==> src/rtl/prn_cap_pkg.sv <==
package prn_cap_pkg;
    typedef enum logic {
        ST_IDLE  = 1'b0,
        ST_ARMED = 1'b1
    } arm_state_t;
endpackage

==> src/rtl/prn_port_regs.sv <==
module prn_port_regs #(
    parameter int IDX_W     = 4,
    parameter int DATA_W    = 8,
    parameter int PORTA_IDX = 14,
    parameter int PORTB_IDX = 15
) (
    input  logic              clk,
    input  logic              rst_n,
    input  logic              wr_en,
    input  logic [IDX_W-1:0]  wr_idx,
    input  logic [DATA_W-1:0] wr_data,
    output logic [DATA_W-1:0] porta_q,
    output logic [DATA_W-1:0] portb_q
);
    localparam logic [IDX_W-1:0] IDX_A = IDX_W'(PORTA_IDX);
    localparam logic [IDX_W-1:0] IDX_B = IDX_W'(PORTB_IDX);

    always_ff @(posedge clk) begin
        if (!rst_n) begin
            porta_q <= '0;
            portb_q <= '0;
        end else if (wr_en) begin
            if (wr_idx == IDX_A) porta_q <= wr_data;
            if (wr_idx == IDX_B) portb_q <= wr_data;
        end
    end
endmodule

==> src/rtl/prn_arm_fsm.sv <==
module prn_arm_fsm
    import prn_cap_pkg::*;
#(
    parameter int IDX_W      = 4,
    parameter int DATA_W     = 8,
    parameter int PORTA_IDX  = 14,
    parameter int PORTB_IDX  = 15,
    parameter int STROBE_BIT = 5
) (
    input  logic              clk,
    input  logic              rst_n,
    input  logic              wr_en,
    input  logic [IDX_W-1:0]  wr_idx,
    input  logic [DATA_W-1:0] wr_data,
    input  logic              print_en,
    output logic              fire
);
    localparam logic [IDX_W-1:0] IDX_A = IDX_W'(PORTA_IDX);
    localparam logic [IDX_W-1:0] IDX_B = IDX_W'(PORTB_IDX);

    arm_state_t state_q, state_d;

    always_comb begin
        state_d = state_q;
        if (wr_en) begin
            unique case (state_q)
                ST_IDLE:  state_d = (wr_idx == IDX_B) ? ST_ARMED : ST_IDLE;
                ST_ARMED: state_d = (wr_idx == IDX_B) ? ST_ARMED : ST_IDLE;
                default:  state_d = ST_IDLE;
            endcase
        end
    end

    always_ff @(posedge clk) begin
        if (!rst_n) state_q <= ST_IDLE;
        else        state_q <= state_d;
    end

    always_comb begin
        fire = 1'b0;
        unique case (state_q)
            ST_IDLE:  fire = 1'b0;
            ST_ARMED: fire = wr_en && print_en && (wr_idx == IDX_A)
                             && !wr_data[STROBE_BIT];
            default:  fire = 1'b0;
        endcase
    end
endmodule

==> src/rtl/prn_capture_out.sv <==
module prn_capture_out #(
    parameter int DATA_W = 8
) (
    input  logic              clk,
    input  logic              rst_n,
    input  logic              fire,
    input  logic [DATA_W-1:0] portb_q,
    output logic [DATA_W-1:0] cap_byte,
    output logic              cap_valid
);
    always_ff @(posedge clk) begin
        if (!rst_n) begin
            cap_byte  <= '0;
            cap_valid <= 1'b0;
        end else begin
            cap_valid <= fire;
            if (fire) cap_byte <= portb_q;
        end
    end
endmodule

==> src/rtl/prn_strobe_capture.sv <==
module prn_strobe_capture #(
    parameter int IDX_W      = 4,
    parameter int DATA_W     = 8,
    parameter int PORTA_IDX  = 14,
    parameter int PORTB_IDX  = 15,
    parameter int STROBE_BIT = 5
) (
    input  logic              clk,
    input  logic              rst_n,
    input  logic              wr_en,
    input  logic [IDX_W-1:0]  wr_idx,
    input  logic [DATA_W-1:0] wr_data,
    input  logic              print_en,
    output logic [DATA_W-1:0] cap_byte,
    output logic              cap_valid,
    output logic [DATA_W-1:0] port_a,
    output logic [DATA_W-1:0] port_b
);
    logic fire;

    prn_port_regs #(
        .IDX_W(IDX_W), .DATA_W(DATA_W),
        .PORTA_IDX(PORTA_IDX), .PORTB_IDX(PORTB_IDX)
    ) u_regs (
        .clk(clk), .rst_n(rst_n), .wr_en(wr_en), .wr_idx(wr_idx),
        .wr_data(wr_data), .porta_q(port_a), .portb_q(port_b)
    );

    prn_arm_fsm #(
        .IDX_W(IDX_W), .DATA_W(DATA_W), .PORTA_IDX(PORTA_IDX),
        .PORTB_IDX(PORTB_IDX), .STROBE_BIT(STROBE_BIT)
    ) u_fsm (
        .clk(clk), .rst_n(rst_n), .wr_en(wr_en), .wr_idx(wr_idx),
        .wr_data(wr_data), .print_en(print_en), .fire(fire)
    );

    prn_capture_out #(.DATA_W(DATA_W)) u_out (
        .clk(clk), .rst_n(rst_n), .fire(fire), .portb_q(port_b),
        .cap_byte(cap_byte), .cap_valid(cap_valid)
    );
endmodule

==> config.mk <==
export PLATFORM = sky130hd
export DESIGN_NAME = prn_strobe_capture
export DESIGN_NICKNAME = d
export VERILOG_FILES = /design/src/rtl/prn_cap_pkg.sv /design/src/rtl/prn_port_regs.sv /design/src/rtl/prn_arm_fsm.sv /design/src/rtl/prn_capture_out.sv /design/src/rtl/prn_strobe_capture.sv
export SDC_FILE = /design/constraint.sdc
export NUM_CORES = 1
export LEC_CHECK = 0
export ABC_AREA = 0
export BUFFER_PORTS_ARGS = -buffer_cell sky130_fd_sc_hd__buf_2
export CELL_PAD_IN_SITES_DETAIL_PLACEMENT = 1
export CELL_PAD_IN_SITES_GLOBAL_PLACEMENT = 2
export CORE_ASPECT_RATIO = 0.8
export CORE_MARGIN = 3
export CORE_UTILIZATION = 23
export DETAILED_ROUTE_END_ITERATION = 8
export GPL_ROUTABILITY_DRIVEN = 0
export PLACE_DENSITY_LB_ADDON = 0.1
export SYNTH_ARGS = -nofsm -noshare
export SYNTH_HDL_FRONTEND = slang
export SYNTH_SLANG_ARGS = --single-unit
==> constraint.sdc <==
create_clock -name clk -period 1.31 [get_ports clk]
set_input_delay 0.262 -clock clk [delete_from_list [all_inputs] [get_ports clk]]
set_output_delay 0.262 -clock clk [all_outputs]
set_load 0.03 [all_outputs]
# Yosys cells after proc, flatten, opt, wreduce, memory -nomap -nowiden
# Index checks and enable logic that the tools add are counted.
# W data, S select, Z words.
[word_totals] ff_bits=26 elab_cells=16
[classes] eq_ne=2 n_reduce_logical=6 muxes=2 n_bitwise=1
[op_table] operator="$eq A4 B4 Y1 const B" n=2
[op_table] operator="$reduce_and A2 Y1" n=2
[op_table] operator="$logic_and A1 B1 Y1" n=3
[op_table] operator="$pmux W1 S2" n=1
[op_table] operator="$logic_not A1 Y1" n=1
[op_table] operator="$mux W1" n=1
[op_table] operator="$not A1 Y1" n=1

# Depth between registers and ports, before layout
# Gate-level depths: netlist of run 1.
[logic_depth] ltp_word=4 mapped_depth=4

# Hierarchy
# A second synthesis of run 1 with hierarchy kept.
[hier_totals] cells_unflattened=97 hier_area_um2=1001.0
[by_module_without_submodules] module="prn_port_regs" seq_area_each_um2=320.3 cells_each=63 instances=1 area_per_inst_um2=614.3
[by_module_without_submodules] module="prn_capture_out" seq_area_each_um2=180.2 cells_each=27 instances=1 area_per_inst_um2=329.1
[by_module_without_submodules] module="prn_arm_fsm" seq_area_each_um2=20.0 cells_each=7 instances=1 area_per_inst_um2=57.6

# Least setup slack after synthesis of run 1
# OpenSTA, ideal clock, no wires.
[synth_path] path_type="in2reg" startpoint="in wr_idx[3]" endpoint="reg u_out.cap_byte[0]" n_path_buf=1 setup_ns=0.119 arrival_ns=1.139 path_stages=4 t_required_ns=1.191 path_slack_ns=0.052 path_cell_list="nand4_1 or4_1 buf_6 mux2i_1"
[synth_via] elab_chain_cells=4
[synth_rtl] element="from (decl)" line="prn_strobe_capture.sv:11" text="input logic [IDX_W-1:0] wr_idx,"
[synth_rtl] element="$eq A4 B4 Y1" line="prn_arm_fsm.sv:43" text="ST_ARMED: fire = wr_en && print_en && (wr_idx == IDX_A)"
[synth_rtl] element="$logic_and A1 B1 Y1" line="prn_arm_fsm.sv:43"
[synth_rtl] element="$logic_and A1 B1 Y1" line="prn_arm_fsm.sv:44" text="&& !wr_data[STROBE_BIT];"
[synth_rtl] element="$pmux W1 S2" line="prn_arm_fsm.sv:41" text="unique case (state_q)"
[synth_rtl] element="to (signal assigned)" line="prn_capture_out.sv:17" text="if (fire) cap_byte <= portb_q;"
[synth_rtl] element="to (decl)" line="prn_capture_out.sv:8" text="output logic [DATA_W-1:0] cap_byte,"
# No other way between the ends.
# A chain may end at the register's enable or synchronous reset.

# Final worst setup path of run 1
[layout_path] startpoint="reg u_fsm.state_q" endpoint="reg u_out.cap_byte[3]"
[layout_via] elab_chain_cells=2
[layout_rtl] element="from (decl)" line="prn_arm_fsm.sv:21" text="arm_state_t state_q, state_d;"
[layout_rtl] element="from (signal assigned)" line="prn_arm_fsm.sv:36" text="else state_q <= state_d;"
[layout_rtl] element="$not A1 Y1" line="prn_arm_fsm.sv:41"
[layout_rtl] element="$pmux W1 S2 (*)" line="prn_arm_fsm.sv:41"
# Every way passes the cells marked *; elsewhere a longest branch is shown, timed or not.

==> run_results.csv, run 1 <==
group,metric,value,unit
setup_path,crit_path_end,"u_out.cap_byte[3]$_SDFFE_PN0P_",
yosys,synth_cells,98,
timing,hold_viol,0,
cts,post_cts_buffers,0,
floorplanning,core_area,0.003904,mm2
yosys,synth.area.mux_share,24.90,%
finish,fin_util,33.37,%
status,status,"completed",
yosys,avgSynthCellArea,9.844,um2
yosys,synth_top_cell_area_share,53.96,%
yosys,synth_edf_count,0,
yosys,synthAdderAreaFrac,0,%
yosys,synth_top_family_by_area,"multiplexers",
yosys,synth_cell_type_count,14,
detailed_routing,drt_wl_total,2378,um
timing,worst_pin_slew,320.4,ps
timing,rsz0062_at_grt,"false",
place,io_buffer_count,40,
timing,fin_skew,1.525,ps
grt,grt_first_pass_wirelength,4133,um
cts,clkLatencyLatePin,260,ps
setup_path,r2r_end,"u_out.cap_byte[3]$_SDFFE_PN0P_",
power_and_ir_drop,p_leak,0.6917,nW
yosys,yosys_warnings,0,
yosys,synthTopCellsByCount,"nand2_1, dfxtp_1, mux2i_1",
detailed_routing,wire_per_inst,12.07,um
yosys,synth_simple_gate_area_share,16.60,%
grt,grtUsageTotal,10.63,%
finish,synthToLayoutAreaGrowth,35.02,%
timing,period_minus_slack,1215,ps
setup_path,r2r_setup_slack,90,ps
cts,cts_resized,0,
run,max_cap_violations,0,
yosys,synthesis.nets,114,
cts,ctsHoldBuffers,0,
detailed_routing,vias,811,
setup_path,cp-startpoint,"u_fsm.state_q$_SDFFE_PN0P_",
detailed_routing,drc,0,
setup_path,rr_worst_depth,4,
detailed_routing,drtIter0Drc,13,
setup_path,slowest_delay,390,ps
cts,path_clk_slew,90,ps
yosys,ys.flop_type,"dfxtp_1",
power_and_ir_drop,pwr_density_cell,1075,mW/mm2
min_path,hold_class,"in -> reg",
setup_path,worstPathArrival,1370,ps
yosys,synth_xor_area_share,0,%
timing,post-route-period-util,92.78,%
detailed_routing,drtPass1Iterations,2,
cts,clock_sinks,26,
yosys,synth_compound_area_share,0.5188,%
yosys,synth_top_area_cell,"dfxtp_1",
detailed_routing,viasPerCell,4.117,
grt,grt_pass1_vias,885,
cts,clockBufferDepth,2,
timing,maxSlewHeadroom,78.64,%
timing,fmax,822.8,MHz
cts,cts_buffers,3,
floorplanning,num_rows,20,
yosys,synth-seq-area-share,53.96,%
power_and_ir_drop,ir_drop,0.0003960,V
detailed_routing,detail-route-antenna-nets,0,
yosys,netlist_area,964.7,um2
place,hpwlAfterDp,1847,um
place,placedCellCount,193,
timing,setup_violations,0,
yosys,yosysMostFrequentCell,"nand2_1",
floorplanning,fp.dieW,78.41,um
cts,cts_root_buf,"clkbuf_8",
grt,grt_overflow,0,
floorplanning,dieHeight,63.93,um
timing,drv_slew,0,
setup_path,path_max_fanout,9,
floorplanning,dieArea,0.005012,mm2
setup_path,startpoint_type,"flop",
grt,grt_max_degree,15,
finish,stdcell_count,197,
setup_path,required,1470,ps
floorplanning,ios,41,
yosys,synth.top_cells.by_area,"dfxtp_1, mux2i_1, nand2_1",
cts,cts_tree,"yes",
setup_path,worstPathCellList,"nand2_1 > or4_1 > buf_4 > mux2i_1",
setup_path,cp_slowest_cell,"or4_1",
power_and_ir_drop,p_total,1.400,mW
setup_path,path_class,"reg -> reg",
grt,antenna_found_initial,0,
cts,cts_max_level,1,
floorplanning,start_util,24.71,%
finish,layout-drive-gt1-share,36.62,%
setup_path,worst_setup_path_end_kind,"flop",
finish,finalNetCount,159,
finish,antenna_cells,0,
timing,tns,0,ps
yosys,async_reset_ff_share,0,%
setup_path,r2r_start,"u_fsm.state_q$_SDFFE_PN0P_",
yosys,ys_ff_latch,26,
[registers in the layout, summed over array words and instances, names as in the netlist]
name             cells
u_fsm.state_q        1
u_regs.porta_q       8
u_out.cap_byte       8
u_out.cap_valid      1
u_regs.portb_q       8
[power by group]
| group | switching [mW] | internal (mW) | total (mW) |
|---|---|---|---|
| Sequential | 0.00304 | 0.796 | 0.799 |
| Combinational | 0.0541 | 0.0369 | 0.0910 |
| Clock | 0.241 | 0.268 | 0.510 |
[stage by stage]
step	hold slack, ps	instance area [um2]	setup slack, ps
3_5_place_dp	446.8	1247	-76.80
6_report	260.8	1303	94.59
3_3_place_gp	440.6	1247	-39.08
4_1_cts	256.5	1303	82.83
5_1_grt	267.6	1303	9.279
2_1_floorplan	423.5	964.7	51.86
[worst min-delay path by stage]
stage / depth (start not counted) / slack (ps) / end / startpoint
floorplan: 2 / 420 / u_regs.portb_q[0]$_SDFFE_PN0P_ / wr_data[0]
global placement: 2 / 440 / u_regs.porta_q[3]$_SDFFE_PN0P_ / u_regs.porta_q[3]$_SDFFE_PN0P_
detailed placement: 2 / 450 / u_regs.porta_q[6]$_SDFFE_PN0P_ / u_regs.porta_q[6]$_SDFFE_PN0P_
CTS: 3 / 260 / u_regs.portb_q[4]$_SDFFE_PN0P_ / wr_data[4]
global route: 3 / 270 / u_regs.portb_q[4]$_SDFFE_PN0P_ / wr_data[4]
finish: 3 / 260 / u_regs.portb_q[4]$_SDFFE_PN0P_ / wr_data[4]
[cells in the final DEF (no fill, tap or decap)]
cell | synthesis | routed
buf_2 | 1 | 40
nand2_1 | 33 | 33
dfxtp_1 | 26 | 26
mux2i_1 | 24 | 24
buf_4 | 0 | 6
clkbuf_8 | 0 | 4
inv_1 | 2 | 2
nand4_1 | 1 | 1
nor2_2 | 1 | 1
or4_1 | 1 | 1
nor2_1 | 1 | 1
or2_2 | 1 | 1
nand2b_1 | 1 | 1
a21oi_1 | 1 | 1
[per-layer routing]
metal,part of all wire [%],vias up,routed length (um),GRT usage [%]
li1,-,407,-,-
met1,44,380,1043,11.67
met5,0,-,0,0
met2,49,22,1163,18.80
met4,0.80,0,19,2.620
met3,6.3,2,151,4.648
[cells by family (layout without fill, tap and decap cells)]
group,Yosys count,in the layout
AO/OA/AOI/OAI,1,1
buffers and inverters,8,52
flip-flops,26,26
multiplexers,24,24
AND/OR/NAND/NOR,39,39
[area by class of cell]
cell class	instances	area, um2
multi-input cells	64	405.4
inverters	2	7.507
well taps	55	68.82
repair buffers	46	245.2
flip-flops and latches	26	520.5
fillers	488	2601
clock buffers	4	55.05
[worst max-delay path: cells and delay by family, from the launching register on]
family        cells  cell delay (ps)
flops             1              330
simple gates      2              430
buf+inv           1              200
mux               1              130
No activity file was read; power rests on OpenSTA's default activity.
==> run 2: changes to the inputs <==
Settings changed: CORE_UTILIZATION 23 to 24, SYNTH_HIERARCHICAL from default to 1.
==> run_results.csv, run 2 <==
group,metric,value,unit
cts,post_cts_buffers,0,
grt,grt_max_degree,36,
timing,setup_violations,0,
yosys,yosysMostFrequentCell,"dfxtp_1",
timing,fin_skew,9.334,ps
setup_path,path_class,"reg -> out",
yosys,avgSynthCellArea,10.32,um2
cts,clock_sinks,26,
power_and_ir_drop,combPwrFrac,6.5,%
detailed_routing,drc,0,
power_and_ir_drop,ir_drop,0.0005163,V
setup_path,required,1050,ps
timing,hold_viol,0,
power_and_ir_drop,swShare,20.21,%
place,io_buffer_count,40,
timing,post-route-period-util,88.62,%
finish,fillers,477,
grt,grt_first_pass_wirelength,4064,um
power_and_ir_drop,p_leak,0.6377,nW
finish,layout_commonest_cell,"buf_2",
floorplanning,core_area,0.003904,mm2
floorplanning,fp.dieW,78.21,um
yosys,netlist_area,0.001001,mm2
setup_path,slowest_delay,410,ps
yosys,yosys_warnings,6,
grt,grt_pass1_vias,823,
cts,ctsHoldBuffers,0,
floorplanning,ios,41,
timing,hold_slack,251.8,ps
cts,clkLatencyLatePin,270,ps
yosys,synthesis.nets,113,
grt,antenna_found_initial,0,
detailed_routing,drtPass1Iterations,4,
finish,layout_common_cells,"buf_2, dfxtp_1, nand2_1",
cts,cts_buffers,3,
timing,tns,0,ps
timing,rsz0062_at_grt,"false",
timing,drv_slew,0,
cts,cts_tree,"yes",
yosys,async_reset_ff_share,0,%
min_path,hold_class,"in -> reg",
setup_path,worstPathArrival,900,ps
detailed_routing,wire_per_inst,12.56,um
status,status,"completed",
timing,finalWorstSetupSlack,149.0,ps
setup_path,startpoint_type,"flop",
cts,clockBufferDepth,2,
finish,multi_input_area,444.2,um2
power_and_ir_drop,pwr_density_cell,1139,mW/mm2
finish,reg.largest.list,"u_out/cap_byte: 8 flops, u_regs/porta_q: 8 flops, u_regs/portb_q: 8 flops",
finish,final-seq-area,520.5,um2
setup_path,path_max_fanout,3,
setup_path,worst_setup_path_end_kind,"output pin",
cts,cts_max_level,1,
yosys,ys.flop_type,"dfxtp_1",
setup_path,cp_slowest_cell,"dfxtp_1",
setup_path,path_buf_inv,1,
power_and_ir_drop,p_total,1.567,mW
yosys,synth_edf_count,0,
power_and_ir_drop,power.switching,316.6,uW
cts,cts_root_buf,"clkbuf_8",
timing,worst_pin_slew,125.2,ps
timing,maxSlewHeadroom,91.41,%
yosys,synthTopCellsByCount,"dfxtp_1, nand2_1, mux2i_1",
cts,cts_resized,0,
power_and_ir_drop,internal_power,1.251,mW
yosys,synth_top_area_cell,"dfxtp_1",
finish,finalNetCount,158,
floorplanning,num_rows,20,
detailed_routing,detail-route-antenna-nets,0,
cts,path_clk_slew,100,ps
timing,period_minus_slack,1161,ps
yosys,synth_top_cell_area_share,52.00,%
place,hpwlAfterDp,1848,um
finish,synthToLayoutAreaGrowth,37.50,%
detailed_routing,drtIter0Drc,23,
yosys,synth_cells,97,
yosys,synth-seq-area-share,52.00,%
detailed_routing,viasPerCell,4.148,
finish,layout-drive-gt1-share,35.46,%
detailed_routing,vias,813,
finish,antenna_cells,0,
grt,grt_overflow,0,
detailed_routing,drt_wl_total,2462,um
setup_path,worstPathCellList,"buf_2",
floorplanning,start_util,25.64,%
floorplanning,dieHeight,63.76,um
grt,grtUsageTotal,10.37,%
yosys,synth_cell_type_count,15,
timing,fmax,861.3,MHz
place,pre_cts_ws,54.56,ps
floorplanning,dieArea,0.004986,mm2
yosys,synth.top_cells.by_area,"dfxtp_1, mux2i_1, nand2_1",
run,max_cap_violations,0,
setup_path,crit_family,"flip-flops",
power_and_ir_drop,pwr-share-clk,42.4,%
power_and_ir_drop,p_seq_share,51.1,%
yosys,ys_ff_latch,26,
[run 2: cell types whose count changed in the layout (fill, tap and decap cells not counted), sizes merged]
cell     change
a21oi        -1
and2         +1
inv          -1
nand2        -8
nor2b        +8
nand3b       +1
o21ai        +1
bufinv       +1
nand2b       -1
buf          -2
nand4bb      +1
nand4        +1
clkbuf       -1
or4          -1
[run 2: path summary, 6_finish.rpt]
kind | end | slack (ps) | depth (start not counted) | from
max | port_b[0] | 150 | 1 | u_regs/portb_q[0]$_SDFFE_PN0P_
min | u_fsm/state_q$_SDFFE_PN0P_ | 250 | 3 | wr_idx[0]
max reg2reg | u_out/cap_byte[1]$_SDFFE_PN0P_ | 190 | 5 | u_fsm/state_q$_SDFFE_PN0P_
min reg2reg | u_regs/porta_q[7]$_SDFFE_PN0P_ | 460 | 2 | u_regs/porta_q[7]$_SDFFE_PN0P_
[run 2: worst min-delay path: cells and delay by family]
kind	cells	cell delay, ps
buffers and inverters	1	120
and+or+nand+nor	1	50
AOI/OAI and AO/OA	1	50
[run 2: kinds of logic after synthesis]
family	Yosys count	share of synthesized area (%)
DFF	26	52.00
and+or+nand+nor	41	19.88
AOI/OAI and AO/OA	1	0.4995
muxes	24	24.00
buffers and inverters	5	3.625
[run 2: per-layer routing]
| metal | up-vias | GRT usage, % | share of wire (%) |
|---|---|---|---|
| li1 | 410 | - | - |
| met1 | 378 | 14.34 | 51 |
| met2 | 22 | 15.71 | 43 |
| met3 | 3 | 3.662 | 5.8 |
| met4 | 0 | 1.965 | 0.32 |
| met5 | - | 0 | 0 |
[run 2: layout make-up]
| cell class | count | share of cell area [%] |
|---|---|---|
| Timing Repair Buffer | 44 | 19.45 |
| Inverter | 1 | 0.2727 |
| Sequential cell | 26 | 37.82 |
| Tap cell | 55 | 5.000 |
| Clock buffer | 3 | 3.000 |
| Multi-Input combinational cell | 66 | 32.27 |
| Clock inverter | 1 | 2.182 |
[run 2: stage by stage]
stage / utilization, % / cells / cell area, um2
2_1_floorplan: - / 97 / 1001
3_3_place_gp: 33.43 / 192 / 1305
3_5_place_dp: 33.43 / 192 / 1305
4_1_cts: 35.26 / 196 / 1376
5_1_grt: 35.26 / 196 / 1376
6_report: 35.26 / 196 / 1376
[run 2: power by group through the flow]
stage | Clock [mW] | Sequential (mW) | Combinational [mW]
3_3_place_gp | 0 | 0.819 | 0.102
3_5_place_dp | 0 | 0.819 | 0.104
4_1_cts | 0.687 | 0.801 | 0.105
6_report | 0.664 | 0.801 | 0.102
2_1_floorplan | 0 | 0.831 | 0.0357
5_1_grt | 0.722 | 0.802 | 0.113
